File: src/rtl/mzc_pkg.sv
package mzc_pkg;

    typedef enum logic {
        SCAN_UP   = 1'b0,
        SCAN_DOWN = 1'b1
    } scan_dir_e;

    function automatic int unsigned count_width(input int unsigned w);
        return $clog2(w + 1);
    endfunction

endpackage

File: src/rtl/mzc_orient.sv
// Puts both operands in trailing order: bit 0 of each output is the
// first position the scan examines.
module mzc_orient #(
    parameter int unsigned W = 64
) (
    input  mzc_pkg::scan_dir_e dir,
    input  logic [W-1:0]       src_i,
    input  logic [W-1:0]       mask_i,
    output logic [W-1:0]       src_o,
    output logic [W-1:0]       mask_o
);
    for (genvar g = 0; g < W; g++) begin : g_bit
        assign src_o[g]  = (dir == mzc_pkg::SCAN_DOWN) ? src_i[W-1-g]  : src_i[g];
        assign mask_o[g] = (dir == mzc_pkg::SCAN_DOWN) ? mask_i[W-1-g] : mask_i[g];
    end
endmodule

File: src/rtl/mzc_scan.sv
// Counts the mask ones strictly below the lowest position where both the
// source and the mask are set. With no such position, every mask one counts.
module mzc_scan #(
    parameter int unsigned W  = 64,
    parameter int unsigned CW = 7
) (
    input  logic [W-1:0]  src,
    input  logic [W-1:0]  mask,
    output logic [CW-1:0] count
);
    logic [W-1:0] hit;
    logic [W-1:0] first_hit;
    logic [W-1:0] before_hit;
    logic [W-1:0] live;

    always_comb begin
        hit        = src & mask;
        first_hit  = hit & (~hit + W'(1));
        before_hit = first_hit - W'(1);
        live       = mask & before_hit;
        count      = '0;
        for (int i = 0; i < W; i++) begin
            count = count + CW'(live[i]);
        end
    end
endmodule

File: src/rtl/mask_zero_counter.sv
module mask_zero_counter #(
    parameter int unsigned W = 64
) (
    input  logic         clk,
    input  logic         rst,
    input  logic         in_valid,
    input  logic [W-1:0] in_src,
    input  logic [W-1:0] in_mask,
    input  logic         in_lead,
    output logic         out_valid,
    output logic [W-1:0] out_result
);
    import mzc_pkg::*;

    localparam int unsigned CW = count_width(W);

    typedef struct packed {
        logic         vld;
        logic [W-1:0] res;
    } state_t;

    state_t       st_d, st_q;
    scan_dir_e    dir;
    logic [W-1:0] src_n;
    logic [W-1:0] mask_n;
    logic [CW-1:0] cnt;

    assign dir = in_lead ? SCAN_DOWN : SCAN_UP;

    mzc_orient #(.W(W)) orient_i (
        .dir    (dir),
        .src_i  (in_src),
        .mask_i (in_mask),
        .src_o  (src_n),
        .mask_o (mask_n)
    );

    mzc_scan #(.W(W), .CW(CW)) scan_i (
        .src   (src_n),
        .mask  (mask_n),
        .count (cnt)
    );

    always_comb begin
        st_d     = st_q;
        st_d.vld = in_valid;
        if (in_valid) begin
            st_d.res = {{(W-CW){1'b0}}, cnt};
        end
    end

    always_ff @(posedge clk) begin
        if (rst) begin
            st_q <= '0;
        end else begin
            st_q <= st_d;
        end
    end

    assign out_valid  = st_q.vld;
    assign out_result = st_q.res;
endmodule

File: config.mk
export PLATFORM = sky130hd
export DESIGN_NAME = mask_zero_counter
export DESIGN_NICKNAME = d
export VERILOG_FILES = /design/src/rtl/mzc_pkg.sv /design/src/rtl/mzc_orient.sv /design/src/rtl/mzc_scan.sv /design/src/rtl/mask_zero_counter.sv
export SDC_FILE = /design/constraint.sdc
export NUM_CORES = 1
export LEC_CHECK = 0
export ABC_AREA = 1
export BUFFER_PORTS_ARGS = -buffer_cell sky130_fd_sc_hd__buf_2
export CAP_MARGIN = 20
export CORE_MARGIN = 8
export CORE_UTILIZATION = 35
export CTS_CLUSTER_DIAMETER = 50
export DETAILED_ROUTE_END_ITERATION = 16
export GPL_ROUTABILITY_DRIVEN = 0
export PLACE_DENSITY = 0.61
export SYNTH_ARGS = -nofsm -noshare
export SYNTH_HDL_FRONTEND = slang
export SYNTH_SLANG_ARGS = --single-unit
File: constraint.sdc
create_clock -name clk -period 8.64 [get_ports clk]
set_clock_uncertainty 0.2 [all_clocks]
set_input_delay 1.728 -clock clk [delete_from_list [all_inputs] [get_ports clk]]
set_output_delay 1.728 -clock clk [all_outputs]
set_load 0.02 [all_outputs]
Word-level counts from Yosys, hierarchy flattened

Index checks and enable logic that the tools add are counted.

Add/subtract/negate cells: 65
Mux-type cells: 129
Bitwise operators: 4

Operators by type and width:

| kind                                               | count |
|---|---|
| adder 7 x 1 -> 7 bit                               | 62 |
| bitwise AND 64 bit                                 | 3 |
| 2-to-1 mux 1 bit                                   | 129 |
| adder 64 x 1 -> 64 bit, second input constant      | 1 |
| inverter 64 bit                                    | 1 |
| subtractor 64 x 1 -> 64 bit, second input constant | 1 |
| adder 1 x 1 -> 2 bit                               | 1 |

Flip-flop bits (word level): 8
Input port bits: 132
Output and inout port bits: 65
Word-level logic and storage cells: 200

Logic depth before layout (Yosys ltp)

Depth after elaboration: 71
Depth in mapped cells: 39
Depth with buffers taken out: 38

Modules after synthesis

A second synthesis with hierarchy kept.

Cells, all modules: 1120
Area, all modules: 6286.0 µm²

By module, submodules not included:

| module            | instances | cells each | area each (µm²) | sequential area each (µm²) |
|---|---|---|---|---|
| mzc_scan          | 1         | 602        | 3783.6          | 0.0 |
| mzc_orient        | 1         | 413        | 1756.7          | 0.0 |
| mask_zero_counter | 1         | 105        | 745.7           | 160.2 |

Worst setup path after synthesis

OpenSTA, ideal clock, no wires.

Path type: input to register
Start point: in in_lead
End point: reg st_q, in the netlist out_result[6]
Setup time: 0.086 ns
Arrival: 8.563 ns
Data required time: 8.354 ns
Setup slack: -0.209 ns
Cell stages on the path: 34
Path buffers: 3
Cell sequence: buf_4 > buf_6 > buf_4 > nand2_1 > nand2_1 > nand2_1 > nand2_1 > nor2_2 > nand2_1 > nor2_1 > nand2_1 > nor2_1 > nand3_1 > fa_1 > inv_1 > fa_1 > inv_1 > fa_1 > fa_1 > inv_1 > fa_1 > inv_1 > fa_1 > fa_1 > inv_1 > fa_1 > inv_1 > fa_1 > inv_1 > fa_1 > a31oi_1 > o21ai_0 > nand2_1 > a211oi_1

Longest elaborated chain between the ends: 71
Elaborated cells between the ends (all ways): 198
Those cells by class: 65 x add/sub; 129 x mux; 4 x bitwise

RTL lines:

| item                                       | line                               | source |
|---|---|---|
| start: declaration                         | mask_zero_counter.sv:9             | `input logic in_lead,` |
| 2-to-1 mux 1 bit *                         | mask_zero_counter.sv:28            | `assign dir = in_lead ? SCAN_DOWN : SCAN_UP;` |
| 2-to-1 mux 1 bit, on equally long branches | mzc_orient.sv:13, mzc_orient.sv:14 |  |
| bitwise AND 64 bit                         | mzc_scan.sv:17                     | `hit = src & mask;` |
| inverter 64 bit                            | mzc_scan.sv:18                     | `first_hit = hit & (~hit + W'(1));` |
| adder 64 x 1 -> 64 bit                     | mzc_scan.sv:18                     |  |
| bitwise AND 64 bit                         | mzc_scan.sv:18                     |  |
| subtractor 64 x 1 -> 64 bit                | mzc_scan.sv:19                     | `before_hit = first_hit - W'(1);` |
| bitwise AND 64 bit *                       | mzc_scan.sv:20                     | `live = mask & before_hit;` |
| adder 1 x 1 -> 2 bit                       | mzc_scan.sv:23                     | `count = count + CW'(live[i]);` |
| adder 7 x 1 -> 7 bit (61 in series)        | mzc_scan.sv:23                     |  |
| adder 7 x 1 -> 7 bit *                     | mzc_scan.sv:23                     |  |
| end signal: assignment                     | mask_zero_counter.sv:56            | `st_q <= st_d;` |
| end: declaration                           | mask_zero_counter.sv:22            | `state_t st_d, st_q;` |

Mark *: on every way between the ends. The rest lies on a longest branch, timed or not.
A chain may end at the register's enable or synchronous reset.

Worst setup path after layout

Same ends and word-level chain as after synthesis.

==> impl_table.tex <==
\begin{tabular}{lr}
\hline
Metric & Value \\
\hline
\multicolumn{2}{l}{\textbf{Hold path}} \\
Tightest Hold Check Type & reg2reg \\
Number of stages on the worst hold path & 2 \\
\multicolumn{2}{l}{\textbf{Drt}} \\
Wirelength per Cell & 15.0 um \\
Detailed-route DRC error count & 0 \\
Antenna viol nets, final & 0 \\
Via count & 7832 \\
Pre-Repair DR Iteration Count & 5 \\
Total wirelength of the detailed-routed design & 24600 um \\
DRC violation total after the first TritonRoute iteration & 648 \\
Vias per Instance & 4.79 \\
\multicolumn{2}{l}{\textbf{STA}} \\
Final period utilization & 103\% \\
Total count of max-transition violations in the final report & 0 \\
RSZ-0062 raised after global routing & yes \\
Post-route setup slack & -0.282 ns \\
Fin. Hold Viols & 0 \\
Remaining max-slew budget at the tightest pin & 60.7\% \\
Top achievable clock speed & 0.112 GHz \\
Finish-stage setup viols & 6 \\
Post-route minimum period & 8.92 ns \\
Measured slew at the worst slew-check pin & 0.589 ns \\
\multicolumn{2}{l}{\textbf{Power}} \\
Power density cells & 77.5 nW/um\^{}2 \\
Leakage & 0.00527 uW \\
Final Power & 692 uW \\
Peak ir drop on the vdd network & 0.0000556 V \\
\multicolumn{2}{l}{\textbf{Placement}} \\
Dpl ws & -0.622 ns \\
HPWL reported at the end of detailed placement & 19000 um \\
\# port buffers & 139 \\
\multicolumn{2}{l}{\textbf{Clock network}} \\
Clock transition at the registers of the reported paths & 0.04 ns \\
Number of levels the H-tree was split into & 1 \\
Number of buffers on the longest clock path & 2 \\
Number of clock sinks seen by CTS & 8 \\
TritonCTS clock tree & yes \\
Clock insertion delay at the later pin of the skew report & 0.23 ns \\
Number of buffers created by CTS & 3 \\
Number of hold-repair buffers added at the cts stage & 0 \\
CTS root buffer & sky130\_fd\_sc\_hd\_\_clkbuf\_16 \\
\multicolumn{2}{l}{\textbf{Layout}} \\
Area added between synthesis and finish & 54.1\% \\
Total inserted antenna cells & 0 \\
Total number of nets in the final design & 1619 \\
Fillers & 1642 \\
Ratio of cells with drive above 1 in the final layout & 38.7\% \\
\multicolumn{2}{l}{\textbf{Critical path}} \\
Delay of the slowest critical-path stage & 0.56 ns \\
Worst Setup End Kind & flop \\
CP Launch Type & primary input \\
Slowest-stage cell, CP & sky130\_fd\_sc\_hd\_\_fa\_2 \\
Largest fanout of any net on the critical path & 6 \\
Cell type with the highest occurrence count on the critical path & sky130\_fd\_sc\_hd\_\_fa\_1 \\
Endpoint required time on the critical path & 8.59 ns \\
Setup Crit Path Kind & in2reg \\
Signal arrival time at the worst endpoint & 8.88 ns \\
Logic depth of the worst register-to-register path & 4 \\
\multicolumn{2}{l}{\textbf{Logic synthesis}} \\
YS warnings & 0 \\
Portion of synthesized cell area occupied by the leading cell type & 37.3\% \\
Post-synth top cells & sky130\_fd\_sc\_hd\_\_nand2\_1 (576), sky130\_fd\_sc\_hd\_\_nor2\_1 (108), sky130\_fd\_sc\_hd\_\_inv\_1 (93) \\
Average footprint of a synthesized cell & 5.35 um\^{}2 \\
Asr flop ratio synth & 0\% \\
Yosys cell types & 35 \\
Number of flops mapped to enable cells by yosys & 0 \\
Sequential-to-total area share from yosys stat & 2.76\% \\
Leading register cell type out of synthesis & sky130\_fd\_sc\_hd\_\_dfxtp\_1 \\
Top-count cell post-synth & sky130\_fd\_sc\_hd\_\_nand2\_1 \\
Yosys reg bits & 8 \\
Area of the mapped netlist & 5800 um\^{}2 \\
Number of instances in the synthesized netlist & 1084 \\
Ranking of synthesized cells by area & sky130\_fd\_sc\_hd\_\_nand2\_1 (37\%), sky130\_fd\_sc\_hd\_\_fa\_1 (19\%), sky130\_fd\_sc\_hd\_\_buf\_4 (8.2\%) \\
Cell type with the largest total area after synthesis & sky130\_fd\_sc\_hd\_\_nand2\_1 \\
\multicolumn{2}{l}{\textbf{Outcome}} \\
Violations in the final reports & negative setup slack \\
Result of the run & finished, violations left \\
\multicolumn{2}{l}{\textbf{Floorplanning}} \\
Placement row count & 47 \\
Die outline width & 145 um \\
Die area & 20900 um\^{}2 \\
Die height & 145 um \\
Ports & 197 \\
Effective utilization at floorplan & 35.3\% \\
Placeable core region & 16400 um\^{}2 \\
\multicolumn{2}{l}{\textbf{GRT}} \\
Number of global-route vias before repair & 7353 \\
Global-route wire length before repair & 35400 um \\
Overall global routing resource usage & 21.2\% \\
Residual overflow from global routing & 0 \\
Antenna violations before repair & 0 \\
Maximum number of pins on one net before global-route repair & 89 \\
\multicolumn{2}{l}{\textbf{Flow run}} \\
Maxcap violations & 0 \\
\hline
\end{tabular}
[cell usage in the layout, fill, tap and decap left out, types with 7 or more instances in the layout]
master / netlist / final
sky130_fd_sc_hd__buf_16: 0 / 7
sky130_fd_sc_hd__fa_2: 0 / 7
sky130_fd_sc_hd__buf_2: 12 / 138
sky130_fd_sc_hd__nand4_1: 24 / 24
sky130_fd_sc_hd__buf_4: 63 / 201
sky130_fd_sc_hd__nor2_1: 108 / 56
sky130_fd_sc_hd__nand2_4: 0 / 8
sky130_fd_sc_hd__fa_1: 54 / 47
sky130_fd_sc_hd__nor2_2: 11 / 45
sky130_fd_sc_hd__o21ai_1: 3 / 8
sky130_fd_sc_hd__nor3_1: 9 / 8
sky130_fd_sc_hd__nand2_2: 4 / 70
sky130_fd_sc_hd__clkbuf_16: 0 / 8
sky130_fd_sc_hd__conb_1: 1 / 57
sky130_fd_sc_hd__inv_2: 10 / 18
sky130_fd_sc_hd__inv_1: 93 / 83
sky130_fd_sc_hd__nand2_1: 576 / 502
sky130_fd_sc_hd__ha_1: 16 / 15
sky130_fd_sc_hd__nor2_4: 1 / 19
sky130_fd_sc_hd__nand3_1: 41 / 38
sky130_fd_sc_hd__dfxtp_1: 8 / 8
[critical path, delay by kind of cell]
kind / cells / cell delay [ns]
AOI/OAI and AO/OA: 3 / 0.43
adders and majority gates: 10 / 4.60
buffers and inverters: 10 / 0.86
and+or+nand+nor: 12 / 1.22
[registers in the layout (all words and copies together) (netlist names)]
signal and flops:
out_result 7, out_valid 1
[metal layers]
metal | wire (um) | vias to the layer above | GRT usage (%) | part of all wire [%]
li1 | - | 3851 | - | -
met1 | 10200 | 3546 | 27.0 | 41
met2 | 11200 | 370 | 34.8 | 46
met3 | 2150 | 65 | 3.84 | 8.7
met4 | 1050 | 0 | 8.16 | 4.2
met5 | 0 | - | 0 | 0
[final timing paths]
check                                   start             to  slack (ns)
worst min register to register  out_result[1]  out_result[1]        0.28
worst min-delay path            out_result[1]  out_result[1]        0.28
worst max register to register  out_result[4]  out_result[4]        7.77
worst max-delay path                  in_lead  out_result[6]       -0.28
[stage by stage]
stage               hold slack (ns)  cells  instance area [um^2]  util [%]  TNS, ns
floorplan                     0.340   1140                  6080         -        0
global placement              0.256   1596                  7850      47.9    -3.04
detailed placement            0.264   1596                  7850      47.9    -3.43
CTS                           0.267   1610                  8260      50.3   -0.865
global route                  0.290   1635                  8930      54.4    -2.86
finish                        0.277   1635                  8930      54.4    -1.19
[kinds of logic after synthesis]
family,count (synthesis),synth area share (%)
other,1,0.0647
XOR/XNOR,4,0.604
adder cells (fa/ha/maj),70,22.1
AND/OR/NAND/NOR,792,55.3
buffers and inverters,189,17.2
flip-flops,8,2.76
AO/OA/AOI/OAI,20,1.92
[area by class of cell]
cell class	instances	area, um^2	area share, %
timing repair inverter	1	11.3	0.126
sequential	8	160	1.79
timing repair buffer	357	2590	29.0
multi-input combinational	943	5400	60.5
tap	220	275	3.08
inverter	103	415	4.65
clock buffer	3	75.1	0.840
[timing repair]
action / in CTS / in global routing
cloned: 3 / 8
pin swaps: 19 / 46
setup endpoints to repair: 6 / 7
buffers inserted: 8 / 17
resized for setup: 57 / 131
[power by group]
group	switching [uW]	internal, uW	leakage [uW]	total [uW]
clock	17.2	59.6	0.0000370	76.7
combinational	327	244	0.00516	572
sequential	1.96	41.9	0.0000661	43.9
(Power assumes the default switching activity.)
